**src/rtl/wdog_pkg.sv**
```systemverilog
package wdog_pkg;
    // Control/status word field positions
    localparam int F_EN  = 0;
    localparam int F_IE  = 1;
    localparam int F_SEL = 2;

    function automatic int f_kick(input int sel_w);
        return F_SEL + sel_w;
    endfunction

    function automatic int f_clr_irq(input int sel_w);
        return F_SEL + sel_w + 1;
    endfunction

    function automatic int f_clr_rst(input int sel_w);
        return F_SEL + sel_w + 2;
    endfunction
endpackage

```
**src/rtl/wdog_regs.sv**
```systemverilog
module wdog_regs #(
    parameter int SEL_W = 3
) (
    input  logic             clk,
    input  logic             rst_n,
    input  logic             wr_en,
    input  logic [SEL_W+4:0] wr_data,
    input  logic             irq_evt_i,
    input  logic             fire_evt_i,
    output logic             en_o,
    output logic             ie_o,
    output logic [SEL_W-1:0] sel_o,
    output logic             restart_o,
    output logic             irq_flag_o,
    output logic             rst_flag_o
);
    import wdog_pkg::*;

    localparam int K_KICK = f_kick(SEL_W);
    localparam int K_CIRQ = f_clr_irq(SEL_W);
    localparam int K_CRST = f_clr_rst(SEL_W);

    typedef struct packed {
        logic             en;
        logic             ie;
        logic [SEL_W-1:0] sel;
        logic             restart;
        logic             irqf;
        logic             rstf;
    } regs_t;

    regs_t s_d, s_q;

    always_comb begin
        s_d = s_q;
        s_d.restart = 1'b0;
        if (wr_en) begin
            s_d.en      = wr_data[F_EN];
            s_d.ie      = wr_data[F_IE];
            s_d.sel     = wr_data[F_SEL +: SEL_W];
            s_d.restart = wr_data[K_KICK];
            if (wr_data[K_CIRQ]) s_d.irqf = 1'b0;
            if (wr_data[K_CRST]) s_d.rstf = 1'b0;
        end
        // hardware set wins over a software clear in the same cycle
        if (irq_evt_i)  s_d.irqf = 1'b1;
        if (fire_evt_i) s_d.rstf = 1'b1;
    end

    always_ff @(posedge clk or negedge rst_n) begin
        if (!rst_n) s_q <= '0;
        else        s_q <= s_d;
    end

    assign en_o       = s_q.en;
    assign ie_o       = s_q.ie;
    assign sel_o      = s_q.sel;
    assign restart_o  = s_q.restart;
    assign irq_flag_o = s_q.irqf;
    assign rst_flag_o = s_q.rstf;

    AST_RSTF_SET: assert property (@(posedge clk) disable iff (!rst_n)
        fire_evt_i |=> s_q.rstf);
    AST_RSTF_STICKY: assert property (@(posedge clk) disable iff (!rst_n)
        (s_q.rstf && !(wr_en && wr_data[K_CRST])) |=> s_q.rstf);
    AST_KICK_SELFCLR: assert property (@(posedge clk) disable iff (!rst_n)
        (s_q.restart && !(wr_en && wr_data[K_KICK])) |=> !s_q.restart);
endmodule

```
**src/rtl/wdog_count.sv**
```systemverilog
module wdog_count #(
    parameter int CNT_W    = 18,
    parameter int SEL_W    = 3,
    parameter int TAP_BASE = 4,
    parameter int TAP_STEP = 2,
    parameter int GRACE    = 1024
) (
    input  logic             clk,
    input  logic             rst_n,
    input  logic             en_i,
    input  logic [SEL_W-1:0] sel_i,
    input  logic             restart_i,
    input  logic             hold_i,
    output logic             irq_evt_o,
    output logic             fire_evt_o
);
    localparam int N_SEL   = 1 << SEL_W;
    localparam int GRACE_W = (GRACE > 1) ? $clog2(GRACE) : 1;

    typedef struct packed {
        logic [CNT_W-1:0]   cnt;
        logic [GRACE_W-1:0] grace;
        logic               in_grace;
    } cnt_t;

    cnt_t c_d, c_q;
    logic [CNT_W-1:0] mask_tab [N_SEL];
    logic [CNT_W-1:0] mask;

    for (genvar g = 0; g < N_SEL; g++) begin : g_tap
        localparam int SH = TAP_BASE + TAP_STEP * g;
        assign mask_tab[g] = ~({CNT_W{1'b1}} << SH);
    end

    assign mask = mask_tab[sel_i];

    always_comb begin
        c_d        = c_q;
        irq_evt_o  = 1'b0;
        fire_evt_o = 1'b0;
        if (hold_i || restart_i || !en_i) begin
            c_d = '0;
        end else if (c_q.in_grace) begin
            if (c_q.grace == GRACE_W'(GRACE - 1)) begin
                fire_evt_o = 1'b1;
                c_d        = '0;
            end else begin
                c_d.grace = c_q.grace + 1'b1;
            end
        end else if ((c_q.cnt & mask) == mask) begin
            irq_evt_o  = 1'b1;
            c_d.cnt    = '0;
            c_d.in_grace = 1'b1;
        end else begin
            c_d.cnt = c_q.cnt + 1'b1;
        end
    end

    always_ff @(posedge clk or negedge rst_n) begin
        if (!rst_n) c_q <= '0;
        else        c_q <= c_d;
    end

    AST_IRQ_STARTS_GRACE: assert property (@(posedge clk) disable iff (!rst_n)
        irq_evt_o |=> c_q.in_grace);
    AST_KICK_WINS: assert property (@(posedge clk) disable iff (!rst_n)
        restart_i |-> !fire_evt_o);
    AST_RESTART_CLEARS: assert property (@(posedge clk) disable iff (!rst_n)
        restart_i |=> (c_q.cnt == '0 && !c_q.in_grace));
    AST_DISABLE_CLEARS: assert property (@(posedge clk) disable iff (!rst_n)
        !en_i |=> (c_q.cnt == '0 && !c_q.in_grace));
    AST_ONE_EVENT: assert property (@(posedge clk) disable iff (!rst_n)
        $onehot0({irq_evt_o, fire_evt_o}));
    AST_HOLD_ZERO: assert property (@(posedge clk) disable iff (!rst_n)
        hold_i |=> (c_q.cnt == '0));
endmodule

```
**src/rtl/wdog_pulse.sv**
```systemverilog
module wdog_pulse #(
    parameter int PULSE_LEN = 64
) (
    input  logic clk,
    input  logic rst_n,
    input  logic fire_i,
    output logic active_o
);
    localparam int PW = $clog2(PULSE_LEN + 1);

    typedef struct packed {
        logic [PW-1:0] left;
    } pulse_t;

    pulse_t p_d, p_q;

    always_comb begin
        p_d = p_q;
        if (p_q.left != '0)  p_d.left = p_q.left - 1'b1;
        else if (fire_i)     p_d.left = PW'(PULSE_LEN);
    end

    always_ff @(posedge clk or negedge rst_n) begin
        if (!rst_n) p_q <= '0;
        else        p_q <= p_d;
    end

    assign active_o = (p_q.left != '0);

    // checker: length of the high phase
    logic [PW-1:0] chk_len;
    always_ff @(posedge clk or negedge rst_n) begin
        if (!rst_n)        chk_len <= '0;
        else if (active_o) chk_len <= chk_len + 1'b1;
        else               chk_len <= '0;
    end

    AST_PULSE_WIDTH: assert property (@(posedge clk) disable iff (!rst_n)
        $fell(active_o) |-> (chk_len == PW'(PULSE_LEN)));
    AST_NO_REFIRE: assert property (@(posedge clk) disable iff (!rst_n)
        active_o |-> !fire_i);
    AST_FIRE_STARTS: assert property (@(posedge clk) disable iff (!rst_n)
        (fire_i && !active_o) |=> active_o);
endmodule

```
**src/rtl/wdog_timer.sv**
```systemverilog
module wdog_timer #(
    parameter int CNT_W     = 18,
    parameter int SEL_W     = 3,
    parameter int TAP_BASE  = 4,
    parameter int TAP_STEP  = 2,
    parameter int GRACE     = 1024,
    parameter int PULSE_LEN = 64
) (
    input  logic             clk,
    input  logic             rst_n,
    input  logic             wr_en,
    input  logic [SEL_W+4:0] wr_data,
    output logic [SEL_W+4:0] rd_data,
    output logic             irq_o,
    output logic             sys_rst_o
);
    logic             en, ie, restart, irq_flag, rst_flag;
    logic [SEL_W-1:0] sel;
    logic             irq_evt, fire_evt, pulse_on;

    wdog_regs #(.SEL_W(SEL_W)) u_regs (
        .clk        (clk),
        .rst_n      (rst_n),
        .wr_en      (wr_en),
        .wr_data    (wr_data),
        .irq_evt_i  (irq_evt),
        .fire_evt_i (fire_evt),
        .en_o       (en),
        .ie_o       (ie),
        .sel_o      (sel),
        .restart_o  (restart),
        .irq_flag_o (irq_flag),
        .rst_flag_o (rst_flag)
    );

    wdog_count #(
        .CNT_W    (CNT_W),
        .SEL_W    (SEL_W),
        .TAP_BASE (TAP_BASE),
        .TAP_STEP (TAP_STEP),
        .GRACE    (GRACE)
    ) u_count (
        .clk        (clk),
        .rst_n      (rst_n),
        .en_i       (en),
        .sel_i      (sel),
        .restart_i  (restart),
        .hold_i     (pulse_on),
        .irq_evt_o  (irq_evt),
        .fire_evt_o (fire_evt)
    );

    wdog_pulse #(.PULSE_LEN(PULSE_LEN)) u_pulse (
        .clk      (clk),
        .rst_n    (rst_n),
        .fire_i   (fire_evt),
        .active_o (pulse_on)
    );

    assign rd_data   = {rst_flag, irq_flag, restart, sel, ie, en};
    assign irq_o     = irq_flag & ie;
    assign sys_rst_o = pulse_on;

    AST_IRQ_FOLLOWS_FLAG: assert property (@(posedge clk) disable iff (!rst_n)
        irq_evt |=> irq_flag);
endmodule

```
**config.mk**
```make
export PLATFORM = sky130hd
export DESIGN_NAME = wdog_timer
export DESIGN_NICKNAME = d
export VERILOG_FILES = /design/src/rtl/wdog_pkg.sv /design/src/rtl/wdog_regs.sv /design/src/rtl/wdog_count.sv /design/src/rtl/wdog_pulse.sv /design/src/rtl/wdog_timer.sv
export SDC_FILE = /design/constraint.sdc
export NUM_CORES = 1
export LEC_CHECK = 0
export BUFFER_PORTS_ARGS = -buffer_cell sky130_fd_sc_hd__buf_2
export CELL_PAD_IN_SITES_DETAIL_PLACEMENT = 1
export CELL_PAD_IN_SITES_GLOBAL_PLACEMENT = 2
export CORE_MARGIN = 2
export CORE_UTILIZATION = 30
export DETAILED_ROUTE_END_ITERATION = 7
export PLACE_DENSITY_LB_ADDON = 0.2
export SLEW_MARGIN = 20
export SYNTH_ARGS = -nofsm -noshare
export SYNTH_HDL_FRONTEND = slang
export SYNTH_HIERARCHICAL = 1
export SYNTH_SLANG_ARGS = --single-unit
export TNS_END_PERCENT = 30
```
**constraint.sdc**
```tcl
create_clock -name clk -period 3.2 [get_ports clk]
set_input_delay 0 -clock clk [delete_from_list [all_inputs] [get_ports clk]]
set_output_delay 0 -clock clk [all_outputs]
set_load 0.01 [all_outputs]
```
==> run summary, run 1 <==
clock slew at reported path FFs: 90 ps
CP max stage cell: nor3b_1
status: finished, final reports clean
flop-to-flop setup slack: 340 ps
hold depth: 3
Ys Warns: 6
RSZ-0062 raised after global routing: no
core area: 0.00818 mm2
Non-Filler Instances: 392
worst hold path type: primary input to flip-flop
first-pass GRT wire length: 10900 um
critical path cell sequence: inv_1 > ha_1 > or3b_4 > nor4_4 > inv_1 > nor3b_1 > nor2b_1 > buf_4 > o21ai_2 > o311ai_1
mapped cell area: 0.00251 mm2
HP Start: wr_en
num rows: 33
synthesized area per cell: 9.63 um2
layout net count: 300
skew final: 14.3 ps
Worst VDD drop: 180 uV
CP Buf/Inv Count: 3
PD cells: 393 mW/mm2
Clock Tree Root: clkbuf_8
Final Hold Viols: 0
Slew headroom: 0.471
hpwl dp: 4240 um
ys flop type: dfrtp_1
Skew-Pair Late Insertion Delay: 300 ps
Slew @ Worst Pin: 794 ps
fin crit period: 2860 ps
area of the multi-input gates: 0.00126 mm2
synthesis-to-layout area growth: 14.8%
Clock Path Buffers: 2
CP most frequent cell: inv_1
Tot Pwr: 1.13 mW
maximum clock frequency: 350 MHz
Detail Route Antenna Nets: 0
Die Width: 95.5 um
Leak Pwr: 1.29 nW
Wirelength per Cell: 16.0 um
Routability Congestion: 0.711
Max stage delay on crit path: 450 ps
Top Family by Delay on Critical Path: simple AND/OR/NAND/NOR gates
IO buf count: 20
Vias/cell: 5.22
Die ar.: 0.00912 mm2
r2r endpoint: u_count/c_q[13]
flops & latches, synth: 44
MaxCap Viol Count: 0
number of post-CTS setup repair buffers: 0
largest fanout on the critical path: 25
Overall Global Routing Usage: 0.154
WHS: 93.2 ps
Critical Path AT: 3060 ps
final slew viol count: 0
layout cells sized above 1: 0.206
initial DRC count: 39
vias in the first global route: 2156
CTS tree: built
register area share after synthesis: 0.438
FILL cells: 953
Post-Syn Instances: 261
H-tree levels: 2
synth unique cells: 53
DIE HEIGHT: 95.5 um
total wire length: 6260 um
Net Count, Synth: 275
WHS Endpoint: u_regs/irq_flag_o
largest net degree at the start of global routing: 30
routed via count: 2045
setup_tns: 0 ps
CP Capture Type: flip-flop
Reg2Reg Depth: 10
CP Launch Type: flip-flop
grt total ovfl: 0
register area: 0.00110 mm2
CTS buffer count: 5
reg2reg start: u_pulse/p_q[0]
I/O Pins: 21
period utilization: 0.892
initial antenna violation count: 0
CTS sink count: 44
placed insts: 375
kind of critical path: flip-flop to flip-flop
# setup viols final: 0
Post-synth EDFFs: 0
DRC: 0
Inserted Diodes: 0
initial core utilization: 0.307
Worst Path Required: 3400 ps
FFs w/ async S/R, synth: 1.00
drt pass-1 iters: 4
## placed cells by master, fill, tap and decap left out, types with 8 or more instances in the layout
master / netlist / final
nand4_1: 9 / 9
dfrtp_1: 44 / 44
dlygate4sd3_1: 0 / 9
nor2_1: 14 / 14
buf_2: 4 / 20
nand2_1: 44 / 44
o21ai_0: 13 / 13
o221ai_1: 10 / 10
nor3_1: 9 / 9
buf_4: 5 / 8
## cells by family (layout without fill, tap and decap cells)
kind of cell               after synthesis  in the layout  synth area share
buffers and inverters                   25             51            0.0642
muxes                                    8              8            0.0423
and+or+nand+nor                        113            113             0.241
AOI/OAI and AO/OA                       63             63             0.182
DFF                                     44             44             0.438
xor gates and xnor gates                 5              5            0.0174
adders and majority gates                3              3            0.0149
## worst min-delay path, cell delays in order
cell and delay [ps]:
buf_2 170, nand2_1 90, a21o_1 100
## power by group
part	total (mW)	leakage (nW)	switching, mW	internal, mW
registers	0.578	0.601	0.0118	0.566
logic	0.0922	0.631	0.0551	0.0371
clock network	0.464	0.0614	0.208	0.256
total	1.13	1.29	0.275	0.859
## flip-flops by register name, summed over array words and instances, names as in the netlist
signal             count
u_regs/irq_flag_o      1
u_regs/restart_o       1
u_pulse/p_q            7
u_regs/sel_o           3
u_regs/rst_flag_o      1
u_regs/en_o            1
u_regs/ie_o            1
u_count/c_q           29
## metal layers
metal  GRT usage  vias up  wire, um  part of all wire
met5           0        -         0                 0
met4      0.0440        0        63             0.010
met3      0.0285        4       123             0.020
met2       0.256       16      2950              0.47
met1       0.203     1015      3130              0.50
li1            -     1010         -                 -
## final cells by class
| class | instances | area share |
|---|---|---|
| multi-input combinational | 192 | 0.436 |
| sequential | 44 | 0.382 |
| inverter | 6 | 0.00781 |
| tap | 105 | 0.0456 |
| clock buffer | 6 | 0.0286 |
| clock inverter | 2 | 0.0134 |
| timing repair buffer | 37 | 0.0868 |
## through the flow
step                utilization  worst slack, ps  area, um2
floorplan                     -              456       2510
global placement          0.326              492       2670
detailed placement        0.326              409       2670
CTS                       0.352              388       2880
global route              0.353             39.1       2880
finish                    0.353              344       2880
## synth_stat cells (all sizes together), types with 3 or more instances
cell type / count / share of area
nor4: 7 / 0.026
clkbuf: 6 / 0.0090
a21oi: 4 / 0.0080
dfrtp: 44 / 0.44
o31a: 4 / 0.014
mux2: 6 / 0.034
or2: 3 / 0.0075
inv: 6 / 0.0090
a31oi: 4 / 0.010
nand4: 10 / 0.031
nand3: 7 / 0.018
nand2: 45 / 0.068
or3: 4 / 0.010
nor3: 9 / 0.018
or4: 4 / 0.013
xor2: 3 / 0.010
ha: 3 / 0.015
o211ai: 6 / 0.022
nor2: 14 / 0.021
o221ai: 10 / 0.035
o21ai: 17 / 0.035
o21a: 4 / 0.012
a21o: 3 / 0.0090
and2: 4 / 0.010
o31ai: 3 / 0.0090
o2111ai: 4 / 0.014
buf: 12 / 0.033
## worst max path at each step
stage | startpoint | to | cells after the start
global placement | u_pulse/p_q[0] | u_count/c_q[13] | 10
floorplan | u_pulse/p_q[0] | u_count/c_q[16] | 11
detailed placement | u_pulse/p_q[0] | u_count/c_q[13] | 10
finish | u_pulse/p_q[0] | u_count/c_q[13] | 10
global route | u_pulse/p_q[0] | u_count/c_q[13] | 10
CTS | u_pulse/p_q[0] | u_count/c_q[13] | 10
## timing repair
item,CTS,global route
hold buffers,9,0
hold endpoints to repair,23,0
resized for setup,0,0
(Power assumes the default switching activity.)
==> inputs of run 2 (changes only) <==
--- a/config.mk
+++ b/config.mk
@@ -10,7 +10,9 @@
 export CELL_PAD_IN_SITES_GLOBAL_PLACEMENT = 2
 export CORE_MARGIN = 2
 export CORE_UTILIZATION = 30
+export CTS_BUF_LIST = sky130_fd_sc_hd__clkbuf_8
 export DETAILED_ROUTE_END_ITERATION = 7
+export MAX_ROUTING_LAYER = met4
 export PLACE_DENSITY_LB_ADDON = 0.2
 export SLEW_MARGIN = 20
 export SYNTH_ARGS = -nofsm -noshare
==> constraint.sdc (replaced) <==
create_clock -name clk -period 3.2 [get_ports clk]
set_input_delay 0.64 -clock clk [delete_from_list [all_inputs] [get_ports clk]]
set_output_delay 0.64 -clock clk [all_outputs]
set_load 0.01 [all_outputs]
==> run summary, run 2 (synthesis results as in run 1) <==
initial core utilization: 0.307 (unchanged)
largest fanout on the critical path: 25 (unchanged)
CTS sink count: 44 (unchanged)
kind of critical path: flip-flop to flip-flop
Final Hold Viols: 0 (unchanged)
post_cts resized: 0 (unchanged)
Inserted Diodes: 0 (unchanged)
skew final: 4.59 ps (-9.74 ps)
final slew viol count: 0 (unchanged)
fin crit period: 2820 ps (-38.9 ps)
Die ar.: 0.00912 mm2 (unchanged)
flop-to-flop setup slack: 380 ps (+40 ps)
# setup viols final: 0 (unchanged)
r2r endpoint: u_count/c_q[13]
DRC: 0 (unchanged)
MaxCap Viol Count: 0 (unchanged)
critical path cell sequence: inv_1 > ha_1 > or3b_4 > nor4_4 > inv_1 > nor3b_1 > nor2b_1 > buf_4 > o21ai_2 > o311ai_1
CP Buf/Inv Count: 3 (unchanged)
Slew @ Worst Pin: 994 ps (+200 ps)
CP Launch Type: flip-flop
maximum clock frequency: 355 MHz (+1.4%)
initial DRC count: 64 (+64%)
first-pass GRT wire length: 10600 um (-2.9%)
number of post-CTS setup repair buffers: 0 (unchanged)
Detail Route Antenna Nets: 0 (unchanged)
layout cells sized above 1: 0.209 (+0.00306)
Leak Pwr: 1.24 nW (-4.3%)
grt total ovfl: 0 (unchanged)
Routability Congestion: 0.726 (+2.1%)
period utilization: 0.880 (-0.0121)
# hold bufs at CTS: 0 (-9)
total wire length: 6200 um (-1.1%)
clock slew at reported path FFs: 90 ps (about the same)
CTS tree: built
synthesis-to-layout area growth: 9.96%
initial antenna violation count: 0 (unchanged)
worst hold path type: primary input to asynchronous set/reset pin
Worst VDD drop: 156 uV (-13%)
reg2reg start: u_pulse/p_q[0]
RSZ-0062 raised after global routing: no
hpwl dp: 4220 um (-0.43%)
drt pass-1 iters: 4 (unchanged)
Worst Path Required: 3400 ps (about the same)
setup_tns: 0 ps (unchanged)
num rows: 33 (unchanged)
DIE HEIGHT: 95.5 um (unchanged)
Top Family by Delay on Critical Path: simple AND/OR/NAND/NOR gates
Reg with most FFs: u_count/c_q
PD cells: 380 mW/mm2 (-3.2%)
Vias/cell: 5.25 (+0.70%)
H-tree levels: 2 (unchanged)
largest net degree at the start of global routing: 26 (-13%)
most frequent cells in the layout: nand2_1 (44), dfrtp_1 (44), buf_2 (20)
layout net count: 291 (-3.0%)
CP max stage cell: dfrtp_1
FILL cells: 957 (+0.42%)
Wirelength per Cell: 16.2 um (+1.3%)
Clock Tree Root: clkbuf_8
Die Width: 95.5 um (unchanged)
IO buf count: 20 (unchanged)
CP Capture Type: flip-flop
Slew headroom: 0.327 (-0.144)
CP most frequent cell: inv_1
status: finished, final reports clean
post-layout util: 0.338 (-0.0148)
I/O Pins: 21 (unchanged)
Overall Global Routing Usage: 0.154 (-0.000186)
Critical Path AT: 3020 ps (-40 ps)
max FFs per register: 29 (unchanged)
core area: 0.00818 mm2 (unchanged)
routed via count: 2012 (-1.6%)
Max stage delay on crit path: 430 ps (-20 ps)
area of the multi-input gates: 0.00125 mm2 (-0.60%)
register area: 0.00110 mm2 (unchanged)
vias in the first global route: 1983 (-8.0%)
Skew-Pair Late Insertion Delay: 300 ps (about the same)
Clock Path Buffers: 2 (unchanged)
Reg2Reg Depth: 10 (unchanged)
CTS buffer count: 5 (unchanged)
==> run 2: changes by cell type in the layout (fill, tap and decap cells not counted) <==
cell	change
bufinv_16	-1
clkinv_4	-1
clkinvlp_4	+2
dlygate4sd3_1	-9
o311ai_1	+1
o311ai_2	-1
==> run 2: how the worst max path moves through the flow <==
stage / start / endpoint / slack [ps] / depth (start not counted)
2_1_floorplan: u_pulse/p_q[0] / u_count/c_q[16] / 460 / 11
3_3_place_gp: u_pulse/p_q[0] / u_count/c_q[13] / 500 / 10
3_5_place_dp: u_pulse/p_q[0] / u_count/c_q[13] / 390 / 10
4_1_cts: u_pulse/p_q[0] / u_count/c_q[13] / 370 / 10
5_1_grt: u_pulse/p_q[0] / u_count/c_q[13] / 80 / 10
6_report: u_pulse/p_q[0] / u_count/c_q[13] / 380 / 10
==> run 2: metrics by stage <==
step                      cell area [um2]  power [mW]  hold WS [ps]  instances  worst slack (ps)
after floorplan                      2510       0.640           344        261               456
after CTS                            2760        1.07           346        383               367
after global routing                 2760        1.11           355        383              83.2
after global placement               2670       0.673           462        375               497
final                                2760        1.05           332        383               383
after detailed placement             2670       0.675           464        375               392
==> run 2: routing by layer <==
layer / vias to the layer above / global-route usage / routed length [um]
met5: - / - / 0
met4: 0 / 0.0357 / 54
met3: 4 / 0.0245 / 105
met2: 14 / 0.242 / 2910
met1: 1006 / 0.209 / 3130
li1: 988 / - / -
==> run 2: report_power, final <==
part           switching, mW  internal [mW]
combinational         0.0539         0.0300
sequential            0.0117          0.566
clock                  0.214          0.175
total                  0.280          0.771
==> run 2: worst register-to-register path, cell delays in order, from the launching register on <==
cell and delay [ps]:
dfrtp_1 430, inv_1 70, ha_1 170, or3b_4 420, nor4_4 160, inv_1 100, nor3b_1 390, nor2b_1 190
buf_4 300, o21ai_2 210, o311ai_1 280
==> run 2: final cells by class <==
| class | count | share of cell area |
|---|---|---|
| Clock buffer | 6 | 0.0299 |
| Tap cell | 105 | 0.0476 |
| Timing Repair Buffer | 28 | 0.0580 |
| Inverter | 6 | 0.00815 |
| Clock inverter | 2 | 0.00543 |
| Sequential cell | 44 | 0.399 |
| Multi-Input combinational cell | 192 | 0.452 |
==> inputs of run 3 (changes only) <==
--- a/config.mk
+++ b/config.mk
@@ -5,7 +5,7 @@
 export SDC_FILE = /design/constraint.sdc
 export NUM_CORES = 1
 export LEC_CHECK = 0
-export BUFFER_PORTS_ARGS = -buffer_cell sky130_fd_sc_hd__buf_2
+export BUFFER_PORTS_ARGS = -buffer_cell sky130_fd_sc_hd__buf_4
 export CELL_PAD_IN_SITES_DETAIL_PLACEMENT = 1
 export CELL_PAD_IN_SITES_GLOBAL_PLACEMENT = 2
 export CORE_MARGIN = 2
==> run summary, run 3 (synthesis results as in run 1) <==
Slew headroom: 0.327 (about the same)
Final Cell Area: 0.00282 mm2 (+2.2%)
H-tree levels: 2 (unchanged)
Inserted Diodes: 0 (unchanged)
largest fanout on the critical path: 25 (unchanged)
skew final: 9.09 ps (+4.50 ps)
grt total ovfl: 0 (unchanged)
clock slew at reported path FFs: 100 ps (about the same)
initial DRC count: 44 (-31%)
core area: 0.00818 mm2 (unchanged)
RSZ-0062 raised after global routing: no
fin crit period: 2840 ps (+20.8 ps)
# setup viols final: 0 (unchanged)
Routability Congestion: 0.735 (+1.2%)
Leak Pwr: 1.26 nW (+1.8%)
vias in the first global route: 2164 (+9.1%)
# hold bufs at CTS: 0 (unchanged)
num rows: 33 (unchanged)
Worst Path Required: 3400 ps (about the same)
Reg with most FFs: u_count/c_q
Die ar.: 0.00912 mm2 (unchanged)
CP Capture Type: flip-flop
Clock Tree Root: clkbuf_8
Vias/cell: 5.22 (-0.64%)
Die Width: 95.5 um (unchanged)
Overall Global Routing Usage: 0.157 (+0.00359)
maximum clock frequency: 352 MHz (-0.73%)
number of post-CTS setup repair buffers: 0 (unchanged)
DRC: 0 (unchanged)
critical path cell sequence: inv_1 > ha_1 > or3b_4 > nor4_4 > inv_1 > nor3b_1 > nor2b_1 > buf_4 > o21ai_2 > o311ai_1
status: finished, final reports clean
setup_tns: 0 ps (unchanged)
most frequent cells in the layout: nand2_1 (44), dfrtp_1 (44), buf_4 (27)
CP max stage cell: dfrtp_1
Wirelength per Cell: 16.1 um (-0.29%)
initial antenna violation count: 0 (unchanged)
DIE HEIGHT: 95.5 um (unchanged)
MaxCap Viol Count: 0 (unchanged)
PD cells: 396 mW/mm2 (+4.2%)
Worst VDD drop: 168 uV (+7.5%)
I/O Pins: 21 (unchanged)
CTS sink count: 44 (unchanged)
total wire length: 6160 um (-0.55%)
Skew-Pair Late Insertion Delay: 310 ps (about the same)
Slew @ Worst Pin: 993 ps (-0.447 ps)
drt pass-1 iters: 4 (unchanged)
Clock Path Buffers: 2 (unchanged)
Critical Path AT: 3040 ps (+20 ps)
worst hold path type: primary input to asynchronous set/reset pin
routed via count: 1994 (-0.89%)
initial core utilization: 0.307 (unchanged)
post-layout util: 0.345 (+0.00750)
IO buf count: 20 (unchanged)
largest net degree at the start of global routing: 45 (+73%)
CP most frequent cell: inv_1
placed cell areas: 0.00271 mm2 (+1.6%)
hpwl dp: 4190 um (-0.67%)
Max stage delay on crit path: 420 ps (about the same)
kind of critical path: flip-flop to flip-flop
first-pass GRT wire length: 10800 um (+2.2%)
Detail Route Antenna Nets: 0 (unchanged)
synthesis-to-layout area growth: 12.4%
layout cells sized above 1: 0.206 (-0.00286)
CTS buffer count: 5 (unchanged)
CP Launch Type: flip-flop
period utilization: 0.887 (+0.00649)
Final Hold Viols: 0 (unchanged)
final slew viol count: 0 (unchanged)
CTS tree: built
post_cts resized: 0 (unchanged)
layout net count: 290 (-0.34%)
max FFs per register: 29 (unchanged)
[run 3: changes by cell type in the layout (fill, tap and decap cells not counted), sizes merged]
cell,previous run,this run
buf,28,27
bufinv,0,1
clkbuf,6,5
clkinv,0,2
clkinvlp,2,0
[run 3: final cells by class]
| type | instances | area [um2] |
|---|---|---|
| Fill cell | 958 | 5350 |
| Timing Repair Buffer | 27 | 203 |
| Tap cell | 105 | 131 |
| Inverter | 6 | 22.5 |
| Clock inverter | 3 | 47.5 |
| Sequential cell | 44 | 1100 |
| Multi-Input combinational cell | 192 | 1250 |
| Clock buffer | 5 | 68.8 |
[run 3: through the flow]
step / total power, mW / std cells / hold WS, ps / worst slack, ps
after global routing: 1.18 / 382 / 353 / 45.4
after floorplan: 0.640 / 261 / 344 / 456
after CTS: 1.14 / 382 / 347 / 319
after global placement: 0.680 / 374 / 471 / 489
final: 1.12 / 382 / 325 / 362
after detailed placement: 0.681 / 374 / 476 / 361
[run 3: where the power goes]
| group | switching (mW) | internal, mW | leakage, nW | total, mW |
|---|---|---|---|---|
| Sequential | 0.0124 | 0.566 | 0.601 | 0.578 |
| Combinational | 0.0534 | 0.0363 | 0.601 | 0.0897 |
| Clock | 0.216 | 0.236 | 0.0583 | 0.452 |
[run 3: per-layer routing]
metal,track usage,vias up,wire length [um]
met4,0.0429,0,65
met3,0.0340,5,132
met2,0.259,9,3030
met5,-,-,0
li1,-,985,-
met1,0.196,995,2930
[run 3: path summary, 6_finish.rpt]
| path | startpoint | endpoint | slack [ps] | cells after the start |
|---|---|---|---|---|
| worst max register to register | u_pulse/p_q[0] | u_count/c_q[13] | 360 | 10 |
| min in group clk | u_regs/rst_flag_o | u_regs/rst_flag_o | 490 | 1 |
| worst min register to register | u_regs/rst_flag_o | u_regs/rst_flag_o | 490 | 1 |
| worst max-delay path | u_pulse/p_q[0] | u_count/c_q[13] | 360 | 10 |
| worst min-delay path | rst_n | u_pulse/p_q[0] | 320 | 1 |
| max in group asynchronous | rst_n | u_count/c_q[21] | 2450 | 1 |
[run 3: critical path, delay by kind of cell (launching register included)]
kind	cells	cell delay [ps]
compound gates	2	460
fa+ha+maj	1	160
buf+inv	3	490
flops	1	420
simple gates	4	1170
